## config.mk

```make
export PLATFORM = sky130hd
export DESIGN_NAME = wp_lvp
export DESIGN_NICKNAME = d
export VERILOG_FILES = /design/src/rtl/wp_pkg.sv /design/src/rtl/wp_width_class.sv /design/src/rtl/wp_table.sv /design/src/rtl/wp_lvp.sv
export SDC_FILE = /design/constraint.sdc
export NUM_CORES = 2
export LEC_CHECK = 0
export BUFFER_PORTS_ARGS = -buffer_cell sky130_fd_sc_hd__clkbuf_2
export CAP_MARGIN = 20
export CELL_PAD_IN_SITES_DETAIL_PLACEMENT = 0
export CELL_PAD_IN_SITES_GLOBAL_PLACEMENT = 1
export CORE_MARGIN = 2
export CORE_UTILIZATION = 40
export DETAILED_ROUTE_END_ITERATION = 10
export PLACE_DENSITY = 0.67
export SLEW_MARGIN = 25
export SYNTH_ARGS = -nofsm -noshare
export SYNTH_HDL_FRONTEND = slang
export SYNTH_SLANG_ARGS = --single-unit
```

## constraint.sdc

```tcl
create_clock -name clk -period 5.9 [get_ports clk]
set_input_delay 1.18 -clock clk [delete_from_list [all_inputs] [get_ports clk]]
set_output_delay 1.18 -clock clk [all_outputs]
set_load 0.01 [all_outputs]
```

## src/rtl/wp_pkg.sv

```systemverilog
package wp_pkg;
    localparam int DATA_W  = 64;
    localparam int NUM_TBL = 4;

    typedef enum logic [2:0] {
        CLS_ZERO = 3'd0,
        CLS_ONE  = 3'd1,
        CLS_B8   = 3'd2,
        CLS_B16  = 3'd3,
        CLS_B33  = 3'd4,
        CLS_B64  = 3'd5
    } wclass_e;

    // Stored bits per entry of value table i (i = 0 serves class code 2).
    function automatic int tbl_bits(input int i);
        case (i)
            0:       return 8;
            1:       return 16;
            2:       return 33;
            default: return 64;
        endcase
    endfunction
endpackage

```

## src/rtl/wp_width_class.sv

```systemverilog
module wp_width_class
    import wp_pkg::*;
(
    input  logic [DATA_W-1:0] value,
    output wclass_e           cls
);
    always_comb begin
        if (value == '0)                         cls = CLS_ZERO;
        else if (value == DATA_W'(1))            cls = CLS_ONE;
        else if (value[DATA_W-1:8]  == '0)       cls = CLS_B8;
        else if (value[DATA_W-1:16] == '0)       cls = CLS_B16;
        else if (value[DATA_W-1:33] == '0)       cls = CLS_B33;
        else                                     cls = CLS_B64;
    end
endmodule

```

## src/rtl/wp_table.sv

```systemverilog
module wp_table #(
    parameter int DW = 8,
    parameter int IW = 4
) (
    input  logic          clk,
    input  logic          rst,
    input  logic          rd_en,
    input  logic [IW-1:0] rd_idx,
    input  logic          wr_en,
    input  logic [IW-1:0] wr_idx,
    input  logic [DW-1:0] wr_data,
    output logic [DW-1:0] rd_data
);
    localparam int DEPTH = 1 << IW;

    typedef struct packed {
        logic [DEPTH-1:0][DW-1:0] mem;
        logic [DW-1:0]            rd;
    } tbl_st_t;

    tbl_st_t st_d, st_q;

    always_comb begin
        st_d = st_q;
        if (wr_en) st_d.mem[wr_idx] = wr_data;
        if (rd_en) st_d.rd = st_q.mem[rd_idx];
    end

    always_ff @(posedge clk) begin
        if (rst) st_q <= '0;
        else     st_q <= st_d;
    end

    assign rd_data = st_q.rd;
endmodule

```

## src/rtl/wp_lvp.sv

```systemverilog
module wp_lvp
    import wp_pkg::*;
#(
    parameter int PC_W       = 32,
    parameter int ALIGN_BITS = 2,
    parameter int WT_IDX_W   = 7,
    parameter int V8_IDX_W   = 4,
    parameter int V16_IDX_W  = 3,
    parameter int V33_IDX_W  = 5,
    parameter int V64_IDX_W  = 2
) (
    input  logic              clk,
    input  logic              rst,
    input  logic              lk_req,
    input  logic [PC_W-1:0]   lk_pc,
    input  logic              upd_req,
    input  logic [PC_W-1:0]   upd_pc,
    input  logic [63:0]       upd_value,
    output logic              pred_valid,
    output logic [2:0]        pred_class,
    output logic [63:0]       pred_value,
    output logic [3:0]        tbl_rd_en
);
    localparam int CLS_W = $bits(wclass_e);

    typedef struct packed {
        logic            s1_vld;
        logic [PC_W-1:0] s1_pc;
        logic            s2_vld;
        wclass_e         s2_cls;
    } pipe_t;

    pipe_t   pipe_d, pipe_q;
    wclass_e upd_cls;
    wclass_e wt_cls;
    logic [CLS_W-1:0] wt_rd_raw;
    logic [NUM_TBL-1:0][DATA_W-1:0] tbl_rd;
    logic [NUM_TBL-1:0] rd_en_vec;

    wp_width_class u_classify (
        .value (upd_value),
        .cls   (upd_cls)
    );

    wp_table #(.DW(CLS_W), .IW(WT_IDX_W)) u_width_tbl (
        .clk     (clk),
        .rst     (rst),
        .rd_en   (lk_req),
        .rd_idx  (lk_pc[ALIGN_BITS +: WT_IDX_W]),
        .wr_en   (upd_req),
        .wr_idx  (upd_pc[ALIGN_BITS +: WT_IDX_W]),
        .wr_data (upd_cls),
        .rd_data (wt_rd_raw)
    );
    assign wt_cls = wclass_e'(wt_rd_raw);

    for (genvar g = 0; g < NUM_TBL; g++) begin : g_val
        localparam int DW = tbl_bits(g);
        localparam int IW = (g == 0) ? V8_IDX_W  :
                            (g == 1) ? V16_IDX_W :
                            (g == 2) ? V33_IDX_W : V64_IDX_W;
        localparam logic [CLS_W-1:0] CODE = CLS_W'(g + 2);
        logic [DW-1:0] raw;

        assign rd_en_vec[g] = pipe_q.s1_vld && (wt_cls == wclass_e'(CODE));

        wp_table #(.DW(DW), .IW(IW)) u_tbl (
            .clk     (clk),
            .rst     (rst),
            .rd_en   (rd_en_vec[g]),
            .rd_idx  (pipe_q.s1_pc[ALIGN_BITS +: IW]),
            .wr_en   (upd_req && (upd_cls == wclass_e'(CODE))),
            .wr_idx  (upd_pc[ALIGN_BITS +: IW]),
            .wr_data (upd_value[DW-1:0]),
            .rd_data (raw)
        );
        assign tbl_rd[g] = DATA_W'(raw);
    end

    always_comb begin
        pipe_d        = pipe_q;
        pipe_d.s1_vld = lk_req;
        if (lk_req) pipe_d.s1_pc = lk_pc;
        pipe_d.s2_vld = pipe_q.s1_vld;
        if (pipe_q.s1_vld) pipe_d.s2_cls = wt_cls;
    end

    always_ff @(posedge clk) begin
        if (rst) pipe_q <= '0;
        else     pipe_q <= pipe_d;
    end

    always_comb begin
        case (pipe_q.s2_cls)
            CLS_ONE: pred_value = DATA_W'(1);
            CLS_B8:  pred_value = tbl_rd[0];
            CLS_B16: pred_value = tbl_rd[1];
            CLS_B33: pred_value = tbl_rd[2];
            CLS_B64: pred_value = tbl_rd[3];
            default: pred_value = '0;
        endcase
    end

    assign pred_valid = pipe_q.s2_vld;
    assign pred_class = pipe_q.s2_cls;
    assign tbl_rd_en  = rd_en_vec;
endmodule

```

After elaboration in Yosys (flattened, before gate mapping). Index checks and enable logic that the tools add are counted. W data, S select, Z words.

Flip-flop bits (word level): 2088. Bits of input ports: 132. Output and inout bits: 72. Word-level logic and storage cells: 274.

Order comparisons: 15. Equality and inequality tests: 14. Muxes and demuxes: 31. Reduce and logical (&&, ||, !) cells: 17.

Operator list (count): $bwmux W1056 (1); $bwmux W384 (1); $pmux W64 S5 (1); $bwmux W128 (2); $bwmux W256 (1); $bmux W33 S5 (1); $demux W33 S5 (1); $bmux W64 S2 (1); $demux W64 S2 (1); $mux W64 (2); $mux W33 (2); $eq A64 B1 Y1 const B (1); $logic_not A64 Y1 (1); $logic_not A56 Y1 (1); $bmux W16 S3 (1); $demux W16 S3 (1); $logic_not A48 Y1 (1); $bmux W8 S4 (1); $demux W8 S4 (1); $mux W16 (2); $logic_not A31 Y1 (1); $bmux W3 S7 (1); $demux W3 S7 (1); $eq A3 B2 Y1 const B (6); 16 further kinds (44).

Longest topological paths before layout.
Depth after elaboration: 8. Depth in mapped cells: 10. Mapped depth without buffers: 6.

Modules after synthesis. A second synthesis with hierarchy kept.

Cells, all modules: 11255. Area, all modules: 91874.4 um^2.

Modules (own cells, without submodules): wp_table at g_val[2].u_tbl (times used 1, cells each 5972, area an instance 46832.4 um^2, seq. area each 21800.9 um^2); wp_table at u_width_tbl (times used 1, cells each 2174, area an instance 18092.4 um^2, seq. area each 7747.4 um^2); wp_table at g_val[3].u_tbl (times used 1, cells each 1464, area an instance 13076.3 um^2, seq. area each 6406.1 um^2); wp_table at g_val[1].u_tbl (times used 1, cells each 767, area an instance 6301.0 um^2, seq. area each 2882.8 um^2); wp_table at g_val[0].u_tbl (times used 1, cells each 677, area an instance 6065.8 um^2, seq. area each 2722.6 um^2); wp_lvp (times used 1, cells each 174, area an instance 1341.3 um^2, seq. area each 200.2 um^2); wp_width_class (times used 1, cells each 27, area an instance 165.2 um^2, seq. area each 0.0 um^2).

Worst setup path before layout. No wires, ideal clock.

Path kind: input to register. Start point: in upd_value[16]. End point: reg g_val[1].u_tbl.st_q[21] in the netlist's numbering. Setup time: 0.132 ns. Arrival: 3.077 ns. Required time: 5.768 ns. Path slack: 2.690 ns. Cell stages on the path: 10. Buffers on the path: 4. Path through: buf_2 -> or4_4 -> nor3_4 -> and2_1 -> buf_4 -> buf_4 -> nand4_2 -> clkbuf_1 -> nand2_1 -> a21oi_1.

Word-level cells in the longest chain between the ends: 7. Elaborated cells between the ends (all ways): 10. Those cells by class: 2 x eq/ne; 4 x mux; 4 x reduce/logical.

Ends and longest elaborated chain: start, declared (line wp_lvp.sv:18) `input logic [63:0] upd_value,`; $logic_not A48 Y1 (line wp_width_class.sv:11) `else if (value[DATA_W-1:16] == '0) cls = CLS_B16;`; $mux W3 (line wp_width_class.sv:11); $mux W3 (line wp_width_class.sv:10) `else if (value[DATA_W-1:8] == '0) cls = CLS_B8;`; $mux W3 (line wp_width_class.sv:9) `else if (value == DATA_W'(1)) cls = CLS_ONE;`; $mux W3 (*) (line wp_width_class.sv:8) `if (value == '0) cls = CLS_ZERO;`; $eq A3 B2 Y1 (*) (line wp_lvp.sv:72) `.wr_en (upd_req && (upd_cls == wclass_e'(CODE))),`; $logic_and A1 B1 Y1 (*) (line wp_lvp.sv:72); end signal, assigned (line wp_table.sv:31) `else st_q <= st_d;`; end, declared (line wp_table.sv:21) `tbl_st_t st_d, st_q;`.

Every way passes the cells marked *; elsewhere a longest branch is shown, timed or not. A chain may end at the register's enable or synchronous reset.

Worst setup path in the final report.
Start point: reg pipe_q, in the netlist pred_class[0]. End point: out pred_value[29].

Word-level cells in the longest chain between the ends: 2. Elaborated cells between the ends (all ways): 6. Those cells by class: 5 x eq/ne; 1 x mux.

Ends and longest elaborated chain: start, declared (line wp_lvp.sv:33) `pipe_t pipe_d, pipe_q;`; start signal, assigned (line wp_lvp.sv:90) `else pipe_q <= pipe_d;`; $eq A3 B3 Y1, or another cell as far along (line wp_lvp.sv:94) `case (pipe_q.s2_cls)`; $pmux W64 S5 (*) (line wp_lvp.sv:94); end, declared (line wp_lvp.sv:21) `output logic [63:0] pred_value,`.

Marks and branches as above.

==> out/qor.txt <==
Status: finished, final reports clean
Routed vias/inst: 5.609
Die span in x: 477.1 um
Via count: 73363
Critical Path, Cell by Cell: buf_4 > mux2i_1 > nor2_1 > clkbuf_2
Routability Congestion: 0.7972
Flop2flop setup slack: 2430 ps
Largest stage delay, worst path: 970 ps
Worst setup path startpoint: pred_class[0]
RSZ-0062 raised after global routing: false
Peak VDD IR: 263.3 uV
Reg2Reg Capture Point: g_val[2].u_tbl.rd_data[4]
Worst-Margin Slew: 1197 ps
CP max stage cell: dfxtp_4
Worst hold path cell count: 2
Initial antenna violation count: 8
Worst hold start: g_val[1].u_tbl.st_q[64]
Most frequent cells in the layout: nand2_1 (3214), dfxtp_1 (2080), a21oi_1 (1820)
Clock transition at path regs: 60 ps
Rows: 173
Cts repair resizes: 0
Final min period: 4166 ps
Seq/Total Area, Yosys: 46.65%
Fillers: 21577
CP Class: register to primary output
Most common cell after layout, fill and taps aside: nand2_1
WP data required: 4720 ps
DRC errors left: 0
Synth Net Count: 10446
Final Hold Vio Count: 0
Leakage power: 0.03311 uW
Hold EP: g_val[1].u_tbl.st_q[64]
Post-synth EDFFs: 0
Ys flop type: dfxtp_1
Syn. warnings: 0
Final layout net count: 10046
Max Cap Viol: 0
Worst path bufs/invs: 2
IO Count: 204
Slew HR: 20.21%
DRT Pass-1 Iters: 6
P&R area growth vs syn: 11.28%
Worst Path Arrival: 2990 ps
Final Max Slew Viols: 0
Clock Latency Late Sink: 880 ps
Post-DRT Antenna Nets: 0
CP top delay family: flip-flops
Sum Neg Setup Slack: 0 ps
Die ar.: 0.2276 mm^2
Clock skew: 37.15 ps
Critical Path End Type: primary output
Cell Area, Synth: 0.08951 mm^2
Gr ovfl total: 0
Global-route usage over all layers: 26.07%
Cell Pwr Density: 300.0 mW/mm^2
Sink Count: 2086
Yosys cell types: 60
Cts bufs inserted: 223
Share of cells above drive strength 1: 13.58%
R2R cell count: 5
Final Instance Count excl. Fillers: 13079
Fmax: 240.0 MHz
Root Driver: clkbuf_16
Clk buf depth: 3
I/O Buffers: 153
Die height: 477.1 um
Setup Buffers After CTS: 0
Ys async rst share: 0%
Vias in the first global route: 70491
Yosys reg bits: 2086
Placed instance count: 12663
CP Launch Type: register
Syn avg cell area: 8.679 um^2
Clock tree from TritonCTS: yes
Starting Density: 40.27%
Final wirelength: 305.4 mm
Fin crit share: 70.61%
Synth Instances: 10314
Largest net degree at the start of global routing: 237
Clock H-tree levels: 4
Initial DRC count: 7210
First-pass GRT wire length: 455.4 mm
DP Wirelength: 174.2 mm
Final instance area: 0.09961 mm^2
Core footprint: 0.2223 mm^2
Drt wl/cell: 23.35 um
Crit Path Max Fanout: 63
Worst R2R Start: pipe_q[7]
Hold crit path type: register to register
Placed instance area: 0.09212 mm^2
Hold buffer count at cts: 0
# setup viols final: 0
==> worst max-delay path by stage <==
stage | end | depth (start not counted)
after floorplan | g_val[1].u_tbl.st_q[21] | 10
after global placement | g_val[2].u_tbl.st_q[320] | 8
after detailed placement | g_val[2].u_tbl.st_q[328] | 8
after CTS | pred_value[29] | 4
after global routing | pred_value[24] | 4
final | pred_value[29] | 4
==> tightest hold or removal path: stages, from the launching register on <==
cell and delay (ps):
dfxtp_1 300, nand2_1 50, a21oi_1 50
==> per-layer routing <==
metal / global-route usage (%) / wire, um / up-vias
li1: - / - / 34283
met3: 4.167 / 21360 / 443
met5: 0.5672 / 214 / -
met1: 35.32 / 132000 / 36122
met4: 7.904 / 8897 / 8
met2: 42.62 / 142900 / 2507
==> Yosys cell counts (5+ instances only) <==
cell type	instances	area [um^2]
nand3_1	151	755.7
a22oi_1	5	37.54
and3_1	34	212.7
a31oi_1	9	56.30
mux4_2	544	12250
nand4_2	11	137.6
buf_1	144	540.5
nand4_1	38	237.7
nand4_4	5	106.4
and4_1	11	96.34
nor2b_1	12	75.07
or2_2	5	31.28
o21ai_0	55	275.3
nor3_4	7	113.9
nor4_1	14	87.58
buf_2	217	1086
a21oi_1	1820	9109
buf_4	29	217.7
nand2_1	3220	12090
nor3_1	15	75.07
nand3_4	5	87.58
a211o_1	5	43.79
nor4_4	11	234.0
mux2i_1	294	2943
o22ai_1	17	106.4
a211oi_1	126	945.9
nor4_2	15	187.7
o221ai_1	5	43.79
clkbuf_1	588	2207
nand2b_1	19	118.9
dfxtp_1	2086	41760
and2_1	11	68.82
nor2_1	735	2759
==> registers in the layout, indices dropped and copies added, names as in the netlist <==
register / cells
g_val.u_tbl.rd_data: 121
u_width_tbl.rd_data: 3
pred_class: 3
pipe_d: 1
pipe_q: 5
pred_valid: 1
u_width_tbl.st_q: 384
g_val.u_tbl.st_q: 1568
==> layout make-up <==
| type | instances | area (um^2) | share of cell area (%) |
|---|---|---|---|
| Multi-Input combinational cell | 7241 | 43990 | 44.16 |
| Sequential cell | 2086 | 41780 | 41.94 |
| Clock buffer | 354 | 6828 | 6.854 |
| Tap cell | 2975 | 3722 | 3.737 |
| Timing Repair Buffer | 356 | 2659 | 2.669 |
| Clock inverter | 58 | 606.8 | 0.6092 |
| Inverter | 6 | 22.52 | 0.02261 |
| Antenna cell | 3 | 7.507 | 0.007536 |
==> logic make-up (layout without fill, tap and decap cells) <==
family / after synthesis / after routing / synth area share [%]
AOI/OAI and AO/OA: 2061 / 2061 / 12.05
DFF: 2086 / 2086 / 46.65
buffers and inverters: 987 / 774 / 4.589
muxes: 840 / 840 / 17.00
and+or+nand+nor: 4340 / 4340 / 19.71
other: 0 / 3 / 0
==> per-stage QoR <==
step	utilization [%]	hold slack [ps]	setup slack [ps]	total power, uW
after floorplan	-	428.7	2690	15470
after global placement	41.43	434.3	1318	15960
after detailed placement	41.44	441.7	1289	15980
after CTS	44.78	449.8	1677	30140
after global routing	44.81	464.4	1596	30840
final	44.81	447.3	1734	29880
==> where the power goes <==
group	total, uW	switching [uW]	leakage [uW]	internal, uW
clock	14200	5960	0.00369	8250
combinational	1410	1030	0.0126	380
sequential	14300	98.8	0.0168	14200
total	29900	7100	0.0331	22800
Note: power is estimated with default switching activity, not from simulation.
